===== src/rtl/nes_pkg.sv =====
package nes_pkg;

    typedef enum logic [1:0] {
        CYC_CMD  = 2'd0,
        CYC_ADDR = 2'd1,
        CYC_READ = 2'd2
    } cyc_kind_e;

    typedef enum logic [3:0] {
        S_IDLE     = 4'd0,
        S_SETUP    = 4'd1,
        S_ADR_LO   = 4'd2,
        S_ADR_HI   = 4'd3,
        S_CONFIRM  = 4'd4,
        S_SETTLE   = 4'd5,
        S_WAIT_RDY = 4'd6,
        S_STAT_CMD = 4'd7,
        S_STAT_RD  = 4'd8,
        S_FINISH   = 4'd9
    } seq_state_e;

    localparam logic [7:0] OP_ERASE_SETUP = 8'h60;
    localparam logic [7:0] OP_ERASE_GO    = 8'hD0;
    localparam logic [7:0] OP_STATUS      = 8'h70;

endpackage


===== src/rtl/nes_bus_cycle.sv =====
module nes_bus_cycle
    import nes_pkg::*;
#(
    parameter int T_SETUP = 2,
    parameter int T_PULSE = 3,
    parameter int T_HOLD  = 2
) (
    input  logic      clk,
    input  logic      rst_n,
    input  logic      go,
    input  cyc_kind_e kind,
    input  logic [7:0] wr_byte,
    input  logic [7:0] dq_i,
    output logic      fin,
    output logic [7:0] rd_byte,
    output logic      cle,
    output logic      ale,
    output logic      we_n,
    output logic      re_n,
    output logic [7:0] dq_o,
    output logic      dq_oe
);
    localparam int TM1 = (T_SETUP > T_PULSE) ? T_SETUP : T_PULSE;
    localparam int TMX = (TM1 > T_HOLD) ? TM1 : T_HOLD;
    localparam int CW  = $clog2(TMX + 1);

    typedef enum logic [1:0] {B_IDLE, B_SET, B_STR, B_HLD} bus_ph_e;

    typedef struct packed {
        bus_ph_e   ph;
        logic [CW-1:0] cnt;
        cyc_kind_e kind;
        logic [7:0] dat;
        logic [7:0] rd;
        logic      fin;
    } bus_st_t;

    bus_st_t q, d;

    always_comb begin
        d     = q;
        d.fin = 1'b0;
        case (q.ph)
            B_IDLE: if (go) begin
                d.ph   = B_SET;
                d.cnt  = CW'(T_SETUP - 1);
                d.kind = kind;
                d.dat  = wr_byte;
            end
            B_SET: if (q.cnt == '0) begin
                d.ph  = B_STR;
                d.cnt = CW'(T_PULSE - 1);
            end else begin
                d.cnt = q.cnt - 1'b1;
            end
            B_STR: if (q.cnt == '0) begin
                d.ph  = B_HLD;
                d.cnt = CW'(T_HOLD - 1);
                if (q.kind == CYC_READ) d.rd = dq_i;
            end else begin
                d.cnt = q.cnt - 1'b1;
            end
            B_HLD: if (q.cnt == '0) begin
                d.ph  = B_IDLE;
                d.fin = 1'b1;
            end else begin
                d.cnt = q.cnt - 1'b1;
            end
            default: d.ph = B_IDLE;
        endcase
    end

    always_ff @(posedge clk or negedge rst_n) begin
        if (!rst_n) q <= '0;
        else        q <= d;
    end

    logic active;
    assign active  = (q.ph != B_IDLE);
    assign cle     = active && (q.kind == CYC_CMD);
    assign ale     = active && (q.kind == CYC_ADDR);
    assign dq_oe   = active && (q.kind != CYC_READ);
    assign dq_o    = dq_oe ? q.dat : 8'h00;
    assign we_n    = !((q.ph == B_STR) && (q.kind != CYC_READ));
    assign re_n    = !((q.ph == B_STR) && (q.kind == CYC_READ));
    assign fin     = q.fin;
    assign rd_byte = q.rd;
endmodule


===== src/rtl/nes_busy_timer.sv =====
module nes_busy_timer #(
    parameter int LIMIT = 100000
) (
    input  logic clk,
    input  logic rst_n,
    input  logic run,
    output logic expired
);
    localparam int TW = $clog2(LIMIT + 1);

    logic [TW-1:0] cnt_q, cnt_d;

    always_comb begin
        cnt_d = cnt_q;
        if (!run)                         cnt_d = '0;
        else if (cnt_q != TW'(LIMIT - 1)) cnt_d = cnt_q + 1'b1;
    end

    always_ff @(posedge clk or negedge rst_n) begin
        if (!rst_n) cnt_q <= '0;
        else        cnt_q <= cnt_d;
    end

    assign expired = run && (cnt_q == TW'(LIMIT - 1));
endmodule


===== src/rtl/nand_erase_seq.sv =====
module nand_erase_seq
    import nes_pkg::*;
#(
    parameter int LAST_BITS = 2,
    parameter int T_SETUP   = 2,
    parameter int T_PULSE   = 3,
    parameter int T_HOLD    = 2,
    parameter int T_WB      = 8,
    parameter int BUSY_TMO  = 100000,
    localparam int BLK_W    = 3 + LAST_BITS
) (
    input  logic             clk,
    input  logic             rst_n,
    input  logic             start,
    input  logic [BLK_W-1:0] block_addr,
    output logic             busy,
    output logic             done,
    output logic             pass,
    output logic             timeout,
    output logic             nand_ce_n,
    output logic             nand_cle,
    output logic             nand_ale,
    output logic             nand_we_n,
    output logic             nand_re_n,
    output logic [7:0]       nand_dq_o,
    output logic             nand_dq_oe,
    input  logic [7:0]       nand_dq_i,
    input  logic             nand_rb
);
    localparam int WBW = $clog2(T_WB + 1);

    typedef struct packed {
        seq_state_e       st;
        logic [BLK_W-1:0] blk;
        logic             go;
        cyc_kind_e        kind;
        logic [7:0]       wbyte;
        logic [WBW-1:0]   wbc;
        logic             done;
        logic             pass;
        logic             tmo;
        logic             rb_m;
        logic             rb_s;
    } seq_t;

    seq_t q, d;

    logic       cyc_fin;
    logic [7:0] cyc_rd;
    logic       tmo_hit;
    logic       unused_stat_bits;

    assign unused_stat_bits = ^cyc_rd[7:1];

    always_comb begin
        d      = q;
        d.go   = 1'b0;
        d.done = 1'b0;
        d.rb_m = nand_rb;
        d.rb_s = q.rb_m;
        case (q.st)
            S_IDLE: if (start) begin
                d.blk   = block_addr;
                d.st    = S_SETUP;
                d.go    = 1'b1;
                d.kind  = CYC_CMD;
                d.wbyte = OP_ERASE_SETUP;
                d.pass  = 1'b0;
                d.tmo   = 1'b0;
            end
            S_SETUP: if (cyc_fin) begin
                d.st    = S_ADR_LO;
                d.go    = 1'b1;
                d.kind  = CYC_ADDR;
                d.wbyte = {q.blk[2:0], 5'b00000};
            end
            S_ADR_LO: if (cyc_fin) begin
                d.st    = S_ADR_HI;
                d.go    = 1'b1;
                d.kind  = CYC_ADDR;
                d.wbyte = {{(8 - LAST_BITS){1'b0}}, q.blk[BLK_W-1:3]};
            end
            S_ADR_HI: if (cyc_fin) begin
                d.st    = S_CONFIRM;
                d.go    = 1'b1;
                d.kind  = CYC_CMD;
                d.wbyte = OP_ERASE_GO;
            end
            S_CONFIRM: if (cyc_fin) begin
                d.st  = S_SETTLE;
                d.wbc = WBW'(T_WB - 1);
            end
            S_SETTLE: if (q.wbc == '0) d.st = S_WAIT_RDY;
                      else             d.wbc = q.wbc - 1'b1;
            S_WAIT_RDY: if (q.rb_s) begin
                d.st    = S_STAT_CMD;
                d.go    = 1'b1;
                d.kind  = CYC_CMD;
                d.wbyte = OP_STATUS;
            end else if (tmo_hit) begin
                d.st  = S_FINISH;
                d.tmo = 1'b1;
            end
            S_STAT_CMD: if (cyc_fin) begin
                d.st    = S_STAT_RD;
                d.go    = 1'b1;
                d.kind  = CYC_READ;
                d.wbyte = 8'h00;
            end
            S_STAT_RD: if (cyc_fin) begin
                d.st   = S_FINISH;
                d.pass = !cyc_rd[0];
            end
            S_FINISH: begin
                d.done = 1'b1;
                d.st   = S_IDLE;
            end
            default: d.st = S_IDLE;
        endcase
    end

    always_ff @(posedge clk or negedge rst_n) begin
        if (!rst_n) q <= '0;
        else        q <= d;
    end

    nes_bus_cycle #(
        .T_SETUP(T_SETUP), .T_PULSE(T_PULSE), .T_HOLD(T_HOLD)
    ) u_bus (
        .clk(clk), .rst_n(rst_n), .go(q.go), .kind(q.kind),
        .wr_byte(q.wbyte), .dq_i(nand_dq_i), .fin(cyc_fin), .rd_byte(cyc_rd),
        .cle(nand_cle), .ale(nand_ale), .we_n(nand_we_n), .re_n(nand_re_n),
        .dq_o(nand_dq_o), .dq_oe(nand_dq_oe)
    );

    nes_busy_timer #(.LIMIT(BUSY_TMO)) u_tmr (
        .clk(clk), .rst_n(rst_n),
        .run((q.st == S_WAIT_RDY) && !q.rb_s),
        .expired(tmo_hit)
    );

    assign busy      = (q.st != S_IDLE);
    assign nand_ce_n = (q.st == S_IDLE);
    assign done      = q.done;
    assign pass      = q.pass;
    assign timeout   = q.tmo;
endmodule


===== config.mk =====
export PLATFORM = sky130hd
export DESIGN_NAME = nand_erase_seq
export DESIGN_NICKNAME = d
export VERILOG_FILES = /design/src/rtl/nes_pkg.sv /design/src/rtl/nes_bus_cycle.sv /design/src/rtl/nes_busy_timer.sv /design/src/rtl/nand_erase_seq.sv
export SDC_FILE = /design/constraint.sdc
export NUM_CORES = 1
export LEC_CHECK = 0
export ABC_AREA = 1
export BUFFER_PORTS_ARGS = -buffer_cell sky130_fd_sc_hd__buf_4
export CAP_MARGIN = 40
export CORE_MARGIN = 1.5
export CORE_UTILIZATION = 30
export DETAILED_ROUTE_END_ITERATION = 6
export PLACE_DENSITY = 0.47
export SETUP_SLACK_MARGIN = 0.2
export SYNTH_ARGS = -nofsm -noshare
export SYNTH_HDL_FRONTEND = slang
export SYNTH_HIERARCHICAL = 1
export SYNTH_SLANG_ARGS = --single-unit

===== constraint.sdc =====
create_clock -name clk -period 3.55 [get_ports clk]
set_input_delay 0.5325 -clock clk [delete_from_list [all_inputs] [get_ports clk]]
set_output_delay 0.5325 -clock clk [all_outputs]
set_load 0.05 [all_outputs]

==> out/qor.csv, run 1 <==
stage;metric;value;unit
status;outcome;complete, no violations;
sta;period_minus_slack;2.493;ns
clock_tree;htreeDepth;3;
clock_tree;cts_resized;0;
grt;grt_overflow;0;
clock_tree;ctsLongestPathBuffers;2;
sta;fmax;0.4012;GHz
synth;synth_warnings;6;
critical_path;cp_cell_sequence;inv_2 -> nor2_2 -> nand3_1 -> inv_1 -> nand2_1 -> inv_1 -> nand2_1 -> nor2_2 -> nand2_1 -> nor2_1 -> nor2_1 -> nand3_1 -> nand2_1 -> nor2_2 -> nand2_2 -> nand2_1 -> nand2_1;
finish;area_growth_syn_to_layout;19.10;%
grt;grt_max_degree;61;
finish;final_nets;520;
clock_tree;clock_latency;0.33;ns
placement;dp_cells;624;
grt;grt_pass1_wl;13450;µm
sta;fin_skew;0.003843;ns
route;firstDrtPassIters;4;
placement;dpl.hpwl;5542;µm
sta;rsz0062_at_grt;false;
grt;grt_pass1_vias;2933;
finish;drive_gt1_share;19.11;%
critical_path;end_kind;flop;
clock_tree;cts_tree;built;
floorplanning;rows;39;
finish;stdcell_count;640;
sta;period_share;70.22;%
sta;tightest_slew;0.7787;ns
critical_path;critPathSlowestCell;dfrtp_1;
route;drt_wl_total;7658;µm
sta;drv_slew;0;
clock_tree;cts_buffers;9;
floorplanning;ios;35;
critical_path;cp.arrival;2.71;ns
route;drcViolationCount;0;
placement;numPortBuffers;27;
synth;syn-cell-area;3478;µm²
route;detail_route.iter0.violations;96;
hold_path;holdCritPathClass;in2async;
route;avgViaCountPerCell;4.570;
finish;final_common_cell;nand2_1;
synth;avgSynthCellArea;7.595;µm²
finish;antenna_cells;0;
placement;gp_congestion;0.8551;
floorplanning;core_area;11370;µm²
route;vias;2925;
sta;hold_viol;0;
finish;final_cell_area;4143;µm²
critical_path;cp_data_required_time;3.77;ns
sta;setup_viol;0;
grt;track_usage;13.66;%
grt;antenna_found_initial;0;
placement;place_area;3825;µm²
critical_path;crit_top_cell;nand2_1;
sta;max_slew_margin;48.08;%
sta;fin_tns_setup;0;ns
route;wl_per_cell;11.97;µm
finish;n_fill_cell;1220;
synth;syn_inst;458;
power;leakagePower;2.094;nW
clock_tree;cts_hold_buf;0;
clock_tree;cts.sink_count;60;
power;power-per-cell-area;838.8;nW/µm²
route;postRouteAntennaNets;0;
clock_tree;path_clk_slew;0.05;ns
power;ir_worst_vdd;0.3855;mV
critical_path;critPathKind;reg2reg;
critical_path;path_max_fanout;14;
critical_path;cp-start-kind;flop;
critical_path;slowest_delay;0.45;ns
floorplanning;die_area;12250;µm²
floorplanning;initial_core_util;30.59;%
floorplanning;die_h;110.7;µm
clock_tree;cts_root_buf;clkbuf_16;
flow_run;maxCapViolations;0;
finish;layout_common_cells;nand2_1, nor2_1, dfrtp_1;
floorplanning;die_x;110.7;µm
clock_tree;cts_setup_buffers;0;
## worst paths after layout
check / from / to / slack [ns] / cells past startpoint
worst max-delay path: q[26] / q[25] / 1.06 / 17
worst min-delay path: rst_n / u_tmr/cnt_q[5] / 0.28 / 1
worst max register to register: q[26] / q[25] / 1.06 / 17
worst min register to register: d[0] / q[0] / 0.35 / 0
max in group asynchronous: rst_n / u_bus/q[14] / 2.76 / 1
min in group clk: nand_rb / d[0] / 0.31 / 1
## per-layer routing
metal  track usage (%)  vias to the layer above  share of wire (%)
met5                 0                        -                  0
met1             17.11                     1370                 47
li1                  -                     1513                  -
met3             2.515                       10                2.5
met2             22.14                       32                 49
met4             7.778                        0                1.8
## metrics by stage
| step | power, W | hold slack [ns] | util, % | worst slack, ns |
|---|---|---|---|---|
| after global routing | 0.003734 | 0.3017 | 36.44 | 0.7135 |
| after global placement | 0.002546 | 0.3405 | 33.64 | 1.119 |
| after CTS | 0.003530 | 0.3021 | 36.44 | 1.046 |
| after detailed placement | 0.002562 | 0.3397 | 33.64 | 1.084 |
| final | 0.003475 | 0.2813 | 36.44 | 1.057 |
| after floorplan | 0.002204 | 0.2369 | - | 1.165 |
## sequential cells by signal, indices dropped and copies added, names as in the netlist
name,count
u_bus/fin,1
d,1
q,23
u_tmr/cnt_q,17
pass,1
done,1
u_bus/q,14
timeout,1
u_bus/rd_byte,1
## area by class of cell
class	instances	area, µm²	area share (%)
Timing Repair Buffer	27	202.7	4.893
Clock buffer	11	242.7	5.859
Sequential cell	60	1501	36.24
Multi-Input combinational cell	330	1702	41.08
Clock inverter	5	75.07	1.812
Inverter	64	240.2	5.799
Tap cell	143	178.9	4.319
## power breakdown
group	leakage [nW]	switching [W]	total, W	internal (W)
clock	0.159	0.000309	0.000939	0.000629
sequential	0.774	0.000138	0.00102	0.000881
combinational	1.16	0.00105	0.00152	0.000471
total	2.09	0.00149	0.00347	0.00198
## critical path: cells and delay by family (launching register included)
family | cells | cell delay (ns)
flip-flops | 1 | 0.45
buffers and inverters | 3 | 0.51
AND/OR/NAND/NOR | 14 | 1.40
Note: power is estimated with default switching activity, not from simulation.
==> inputs of run 2 (changes only) <==
- PLACE_DENSITY: 0.47 -> 0.49
- clock period: 3.55 -> 2 ns (I/O delays scaled with it)
==> out/qor.csv, run 2 (same netlist as run 1, synthesis figures left out) <==
stage;metric;value;unit;change
grt;grt_max_degree;61;;unchanged
floorplanning;rows;39;;unchanged
clock_tree;path_clk_slew;0.05;ns;about the same
grt;grt_overflow;0;;unchanged
route;wl_met3;257;µm;+32%
power;power.internal;0.003786;W;+91%
sta;holdWs;0.05407;ns;-0.2273 ns
placement;dpl.hpwl;5749;µm;+3.7%
critical_path;rrSetupSlack;0.26;ns;-0.80 ns
status;outcome;complete, no violations;;
critical_path;cp_cell_sequence;buf_4 -> buf_4 -> nor2_4 -> nand2_2 -> inv_2 -> buf_8;;
route;drt-met1-wl;3935;µm;+9.2%
sta;setup_viol;0;;unchanged
clock_tree;cts.sink_count;60;;unchanged
grt;track_usage;14.03;%;+0.37 points
critical_path;cp.arrival;1.46;ns;-1.25 ns
power;power.total;0.006696;W;+93%
floorplanning;ios;35;;unchanged
clock_tree;clock_latency;0.33;ns;about the same
critical_path;cp_data_required_time;1.70;ns;-2.07 ns
route;avgViaCountPerCell;4.532;;-0.83%
clock_tree;cts_hold_buf;0;;unchanged
critical_path;critPathKind;reg2out;;
critical_path;crit_top_cell;buf_4;;
floorplanning;die_x;110.7;µm;unchanged
critical_path;r2r_start;q[25];;
critical_path;reg2regPathDepth;16;;-1
placement;dp_cells;635;;+1.8%
route;vias;3014;;+3.0%
hold_path;holdCritPathClass;in2async;;
sta;tightest_slew;0.7833;ns;+0.004602 ns
floorplanning;core_area;11370;µm²;unchanged
finish;layout_common_cells;nand2_1, nor2_1, dfrtp_1;;
finish;regMostFlops;q;;
placement;gp_congestion;0.7923;;-7.3%
finish;largest_reg_flops;23;;unchanged
power;power-per-cell-area;1495;nW/µm²;+78%
sta;fin_tns_setup;0;ns;unchanged
critical_path;path_max_fanout;5;;-9
critical_path;end_kind;output pin;;
route;wl_per_cell;12.03;µm;+0.58%
grt;antenna_found_initial;0;;unchanged
power;switching_power;0.002910;W;+95%
critical_path;slowest_delay;0.41;ns;-0.04 ns
sta;drv_slew;0;;unchanged
floorplanning;die_h;110.7;µm;unchanged
floorplanning;die_area;12250;µm²;unchanged
power;power_frac_seq;26.5;%;-2.8 points
route;firstDrtPassIters;5;;+1
sta;fin_skew;0.006240;ns;+0.002398 ns
clock_tree;cts_buffers;9;;unchanged
sta;period_minus_slack;1.759;ns;
sta;fmax;0.5686;GHz;
sta;max_slew_margin;47.78;%;-0.31 points
route;postRouteAntennaNets;0;;unchanged
grt;grt_pass1_wl;14060;µm;+4.5%
placement;numPortBuffers;27;;unchanged
finish;final_common_cell;nand2_1;;
grt;grt_pass1_vias;2994;;+2.1%
power;ir_worst_vdd;0.8052;mV;+110%
finish;final_nets;545;;+4.8%
route;drcViolationCount;0;;unchanged
critical_path;regToRegEndpoint;q[25];;
sta;period_share;87.93;%;
floorplanning;initial_core_util;30.59;%;unchanged
clock_tree;cts_root_buf;clkbuf_16;;
critical_path;critPathSlowestCell;dfrtp_1;;
clock_tree;cts_tree;built;;
critical_path;cp-start-kind;flop;;
finish;reg.largest.list;q (23), u_tmr/cnt_q (17), u_bus/q (14);;
finish;antenna_cells;0;;unchanged
power;switching_share;43.45;%;+0.47 points
route;drt_wl_total;8003;µm;+4.5%
clock_tree;htreeDepth;3;;unchanged
sta;hold_viol;0;;unchanged
route;wl_met2;3688;µm;-0.99%
power;pwr-share-clk;23.3;%;-3.7 points
finish;drive_gt1_share;27.01;%;+7.9 points
placement;place_area;3928;µm²;+2.7%
route;dr.max_layer_used;met4;;
power;power_frac_comb;50.2;%;+6.5 points
finish;stdcell_count;665;;+3.9%
clock_tree;ctsLongestPathBuffers;2;;unchanged
finish;area_growth_syn_to_layout;28.74;%;
finish;final_cell_area;4478;µm²;+8.1%
power;leakagePower;2.224;nW;+6.2%
sta;rsz0062_at_grt;true;;
route;detail_route.iter0.violations;115;;+20%
flow_run;maxCapViolations;0;;unchanged
==> run 2: cell type report <==
| cell class | instances | area [µm²] |
|---|---|---|
| Clock inverter | 4 | 47.55 |
| Timing Repair Buffer | 51 | 424.2 |
| Tap cell | 143 | 178.9 |
| Clock buffer | 12 | 256.5 |
| Multi-Input combinational cell | 331 | 1824 |
| Sequential cell | 60 | 1501 |
| Fill cell | 1205 | 6892 |
| Inverter | 64 | 245.2 |
==> run 2: worst max-delay path by stage <==
| stage | startpoint | end | slack [ns] | cells past startpoint |
|---|---|---|---|---|
| 2_1_floorplan | u_bus/q[21] | nand_dq_o[0] | 0.09 | 5 |
| 3_3_place_gp | q[25] | q[27] | 0.17 | 16 |
| 3_5_place_dp | q[25] | q[27] | 0.14 | 16 |
| 4_1_cts | u_bus/q[22] | nand_dq_o[0] | 0.20 | 6 |
| 5_1_grt | q[25] | q[26] | 0.02 | 16 |
| 6_report | q[25] | nand_ce_n | 0.24 | 6 |
==> run 2: what timing repair did <==
item	4_1_cts	5_1_grt
cloned	0	1
resized for setup	12	29
pin swaps	5	5
buffers inserted	5	8
setup endpoints to repair	16	16
==> run 2: layer usage <==
layer / vias to the layer above / global-route usage (%)
met5: - / 0
met4: 0 / 5.385
met3: 10 / 2.952
met2: 43 / 22.59
met1: 1397 / 18.51
li1: 1564 / -
==> run 2: power groups by stage <==
stage / sequential, W / combinational (W) / clock, W
final: 0.00177 / 0.00336 / 0.00156
after global routing: 0.00181 / 0.00374 / 0.00167
after CTS: 0.00177 / 0.00300 / 0.00162
after detailed placement: 0.00180 / 0.00286 / 0
after global placement: 0.00179 / 0.00283 / 0
after floorplan: 0.00181 / 0.00214 / 0
==> run 2: per-stage QoR <==
stage                     utilization (%)  setup WS, ns
after floorplan                         -       0.09130
after global placement              34.54        0.1750
after detailed placement            34.54        0.1434
after CTS                           37.90        0.1994
after global routing                39.39       0.02483
final                               39.39        0.2414
==> run 2: critical path: cells and delay by family (launching register included) <==
| family | cells | cell delay, ns |
|---|---|---|
| buffers and inverters | 4 | 0.51 |
| and+or+nand+nor | 2 | 0.21 |
| DFF | 1 | 0.41 |
==> inputs of run 3 (changes only) <==
- GPL_TIMING_DRIVEN: not set -> 1
- PLACE_DENSITY: 0.49 -> 0.47
- clock period: 2 -> 2.2 ns (I/O delays scaled with it)
==> out/qor.csv, run 3 (same netlist as run 1, synthesis figures left out) <==
stage;metric;value;unit;change
route;avgViaCountPerCell;4.549;;+0.37%
route;wl_per_cell;11.99;µm;-0.39%
power;leakagePower;2.178;nW;-2.1%
floorplanning;die_x;110.7;µm;unchanged
finish;final_nets;534;;-2.0%
floorplanning;die_h;110.7;µm;unchanged
grt;track_usage;13.74;%;-0.28 points
clock_tree;cts_root_buf;clkbuf_16;;
power;power_frac_seq;27.4;%;+0.9 points
finish;stdcell_count;654;;-1.7%
sta;hold_viol;0;;unchanged
hold_path;holdCritPathClass;in2async;;
sta;fin_skew;0.004858;ns;-0.001383 ns
clock_tree;cts.sink_count;60;;unchanged
clock_tree;cts_buffers;9;;unchanged
grt;grt_pass1_vias;2878;;-3.9%
floorplanning;rows;39;;unchanged
finish;reg.largest.list;q (23), u_tmr/cnt_q (17), u_bus/q (14);;
route;wl_met2;3603;µm;-2.3%
grt;grt_max_degree;61;;unchanged
placement;gp_congestion;0.7933;;+0.13%
sta;drv_slew;0;;unchanged
finish;layout_common_cells;nand2_1, nor2_1, dfrtp_1;;
finish;final_common_cell;nand2_1;;
critical_path;slowest_delay;0.41;ns;about the same
floorplanning;core_area;11370;µm²;unchanged
critical_path;critPathSlowestCell;dfrtp_1;;
power;ir_worst_vdd;0.8930;mV;+11%
critical_path;path_max_fanout;9;;+4
clock_tree;cts_hold_buf;0;;unchanged
finish;n_fill_cell;1200;;-0.41%
finish;multi_input_area;1752;µm²;-4.0%
sta;fin_tns_setup;0;ns;unchanged
route;vias;2975;;-1.3%
clock_tree;clock_latency;0.34;ns;about the same
finish;final_cell_area;4329;µm²;-3.3%
clock_tree;cts_tree;built;;
route;firstDrtPassIters;4;;-1
route;dr.max_layer_used;met4;;
finish;seqCellArea;1503;µm²;about the same
power;power-per-cell-area;1366;nW/µm²;-8.7%
sta;max_slew_margin;47.56;%;-0.22 points
route;drt-met1-wl;3830;µm;-2.7%
finish;largest_reg_flops;23;;unchanged
grt;grt_overflow;0;;unchanged
sta;tightest_slew;0.7866;ns;+0.003226 ns
critical_path;cp.arrival;1.56;ns;+0.10 ns
clock_tree;htreeDepth;3;;unchanged
critical_path;critPathKind;reg2out;;
critical_path;cp_cell_sequence;inv_2 -> ha_4 -> inv_1 -> nand2_4 -> nor2_1 -> buf_4;;
floorplanning;ios;35;;unchanged
sta;rsz0062_at_grt;true;;
critical_path;cp-start-kind;flop;;
clock_tree;path_clk_slew;0.05;ns;about the same
placement;dpl.hpwl;5614;µm;-2.3%
floorplanning;die_area;12250;µm²;unchanged
finish;drive_gt1_share;23.68;%;-3.3 points
sta;period_share;85.90;%;
critical_path;cp_data_required_time;1.87;ns;+0.17 ns
finish;area_growth_syn_to_layout;24.46;%;
grt;grt_pass1_wl;13440;µm;-4.4%
status;outcome;complete, no violations;;
route;drcViolationCount;0;;unchanged
critical_path;end_kind;output pin;;
route;detail_route.iter0.violations;92;;-20%
sta;holdWs;0.07562;ns;+0.02154 ns
placement;place_area;3875;µm²;-1.3%
finish;antenna_cells;0;;unchanged
sta;setup_viol;0;;unchanged
placement;numPortBuffers;27;;unchanged
power;power_frac_comb;46.0;%;-4.2 points
route;postRouteAntennaNets;0;;unchanged
clock_tree;ctsLongestPathBuffers;2;;unchanged
power;switching_power;0.002500;W;-14%
flow_run;maxCapViolations;0;;unchanged
power;switching_share;42.29;%;-1.2 points
power;pwr-share-clk;26.6;%;+3.3 points
floorplanning;initial_core_util;30.59;%;unchanged
finish;regMostFlops;q;;
sta;period_minus_slack;1.890;ns;
power;power.internal;0.003413;W;-9.9%
placement;dp_cells;630;;-0.79%
route;drt_wl_total;7840;µm;-2.0%
sta;fmax;0.5292;GHz;
route;wl_met3;280;µm;+8.9%
grt;antenna_found_initial;0;;unchanged
-- run 3: cell types whose count changed in the layout (fill, tap and decap cells not counted), moves of 2 or more --
cell    previous run  this run
nor2_1            60        66
nor2_4            13         7
buf_4             42        38
buf_6              7         3
inv_1             51        54
buf_8              2         0
inv_2             12        10
-- run 3: area by class of cell --
class | count | area share (%)
Sequential cell | 60 | 34.71
Clock inverter | 4 | 1.618
Tap cell | 143 | 4.133
Clock buffer | 12 | 6.156
Multi-Input combinational cell | 330 | 40.46
Inverter | 64 | 5.549
Timing Repair Buffer | 41 | 7.370
-- run 3: through the flow --
step                power (W)  utilization, %  setup WS [ns]
floorplan            0.003565               -         0.2613
global placement     0.004163           34.08         0.2183
detailed placement   0.004191           34.08         0.1877
CTS                  0.005863           37.26         0.1996
global route         0.006350           38.08        0.07554
finish               0.005913           38.08         0.3102
-- run 3: worst paths after layout --
check	from	to	slack, ns	depth (start not counted)
worst max-delay path	u_bus/q[22]	nand_dq_o[7]	0.31	6
worst min-delay path	rst_n	u_tmr/cnt_q[11]	0.08	1
worst max register to register	q[28]	q[25]	0.35	16
worst min register to register	d[0]	q[0]	0.37	0
max in group asynchronous	rst_n	q[28]	1.59	1
min in group clk	nand_rb	d[0]	0.10	1
-- run 3: worst max-delay path: cells and delay by family (launching register included) --
kind	cells	cell delay, ns
adders and majority gates	1	0.19
buffers and inverters	3	0.39
DFF	1	0.41
and+or+nand+nor	2	0.22
-- run 3: layer usage --
layer | GRT usage (%) | vias up
li1 | - | 1541
met1 | 17.72 | 1374
met2 | 21.19 | 49
met3 | 4.757 | 11
met4 | 5.385 | 0
met5 | 0 | -
-- run 3: power groups by stage --
stage          Clock (W)  Combinational (W)  Sequential, W
4_1_cts          0.00163            0.00261        0.00162
6_report         0.00157            0.00272        0.00162
3_3_place_gp           0            0.00253        0.00163
3_5_place_dp           0            0.00255        0.00164
2_1_floorplan          0            0.00192        0.00164
5_1_grt          0.00168            0.00301        0.00166
-- run 3: what timing repair did --
item,in CTS,in global routing
setup buffers,1,7
gates resized for setup,3,14
pin swaps,0,6
setup endpoints to repair,12,13
cloned,0,0
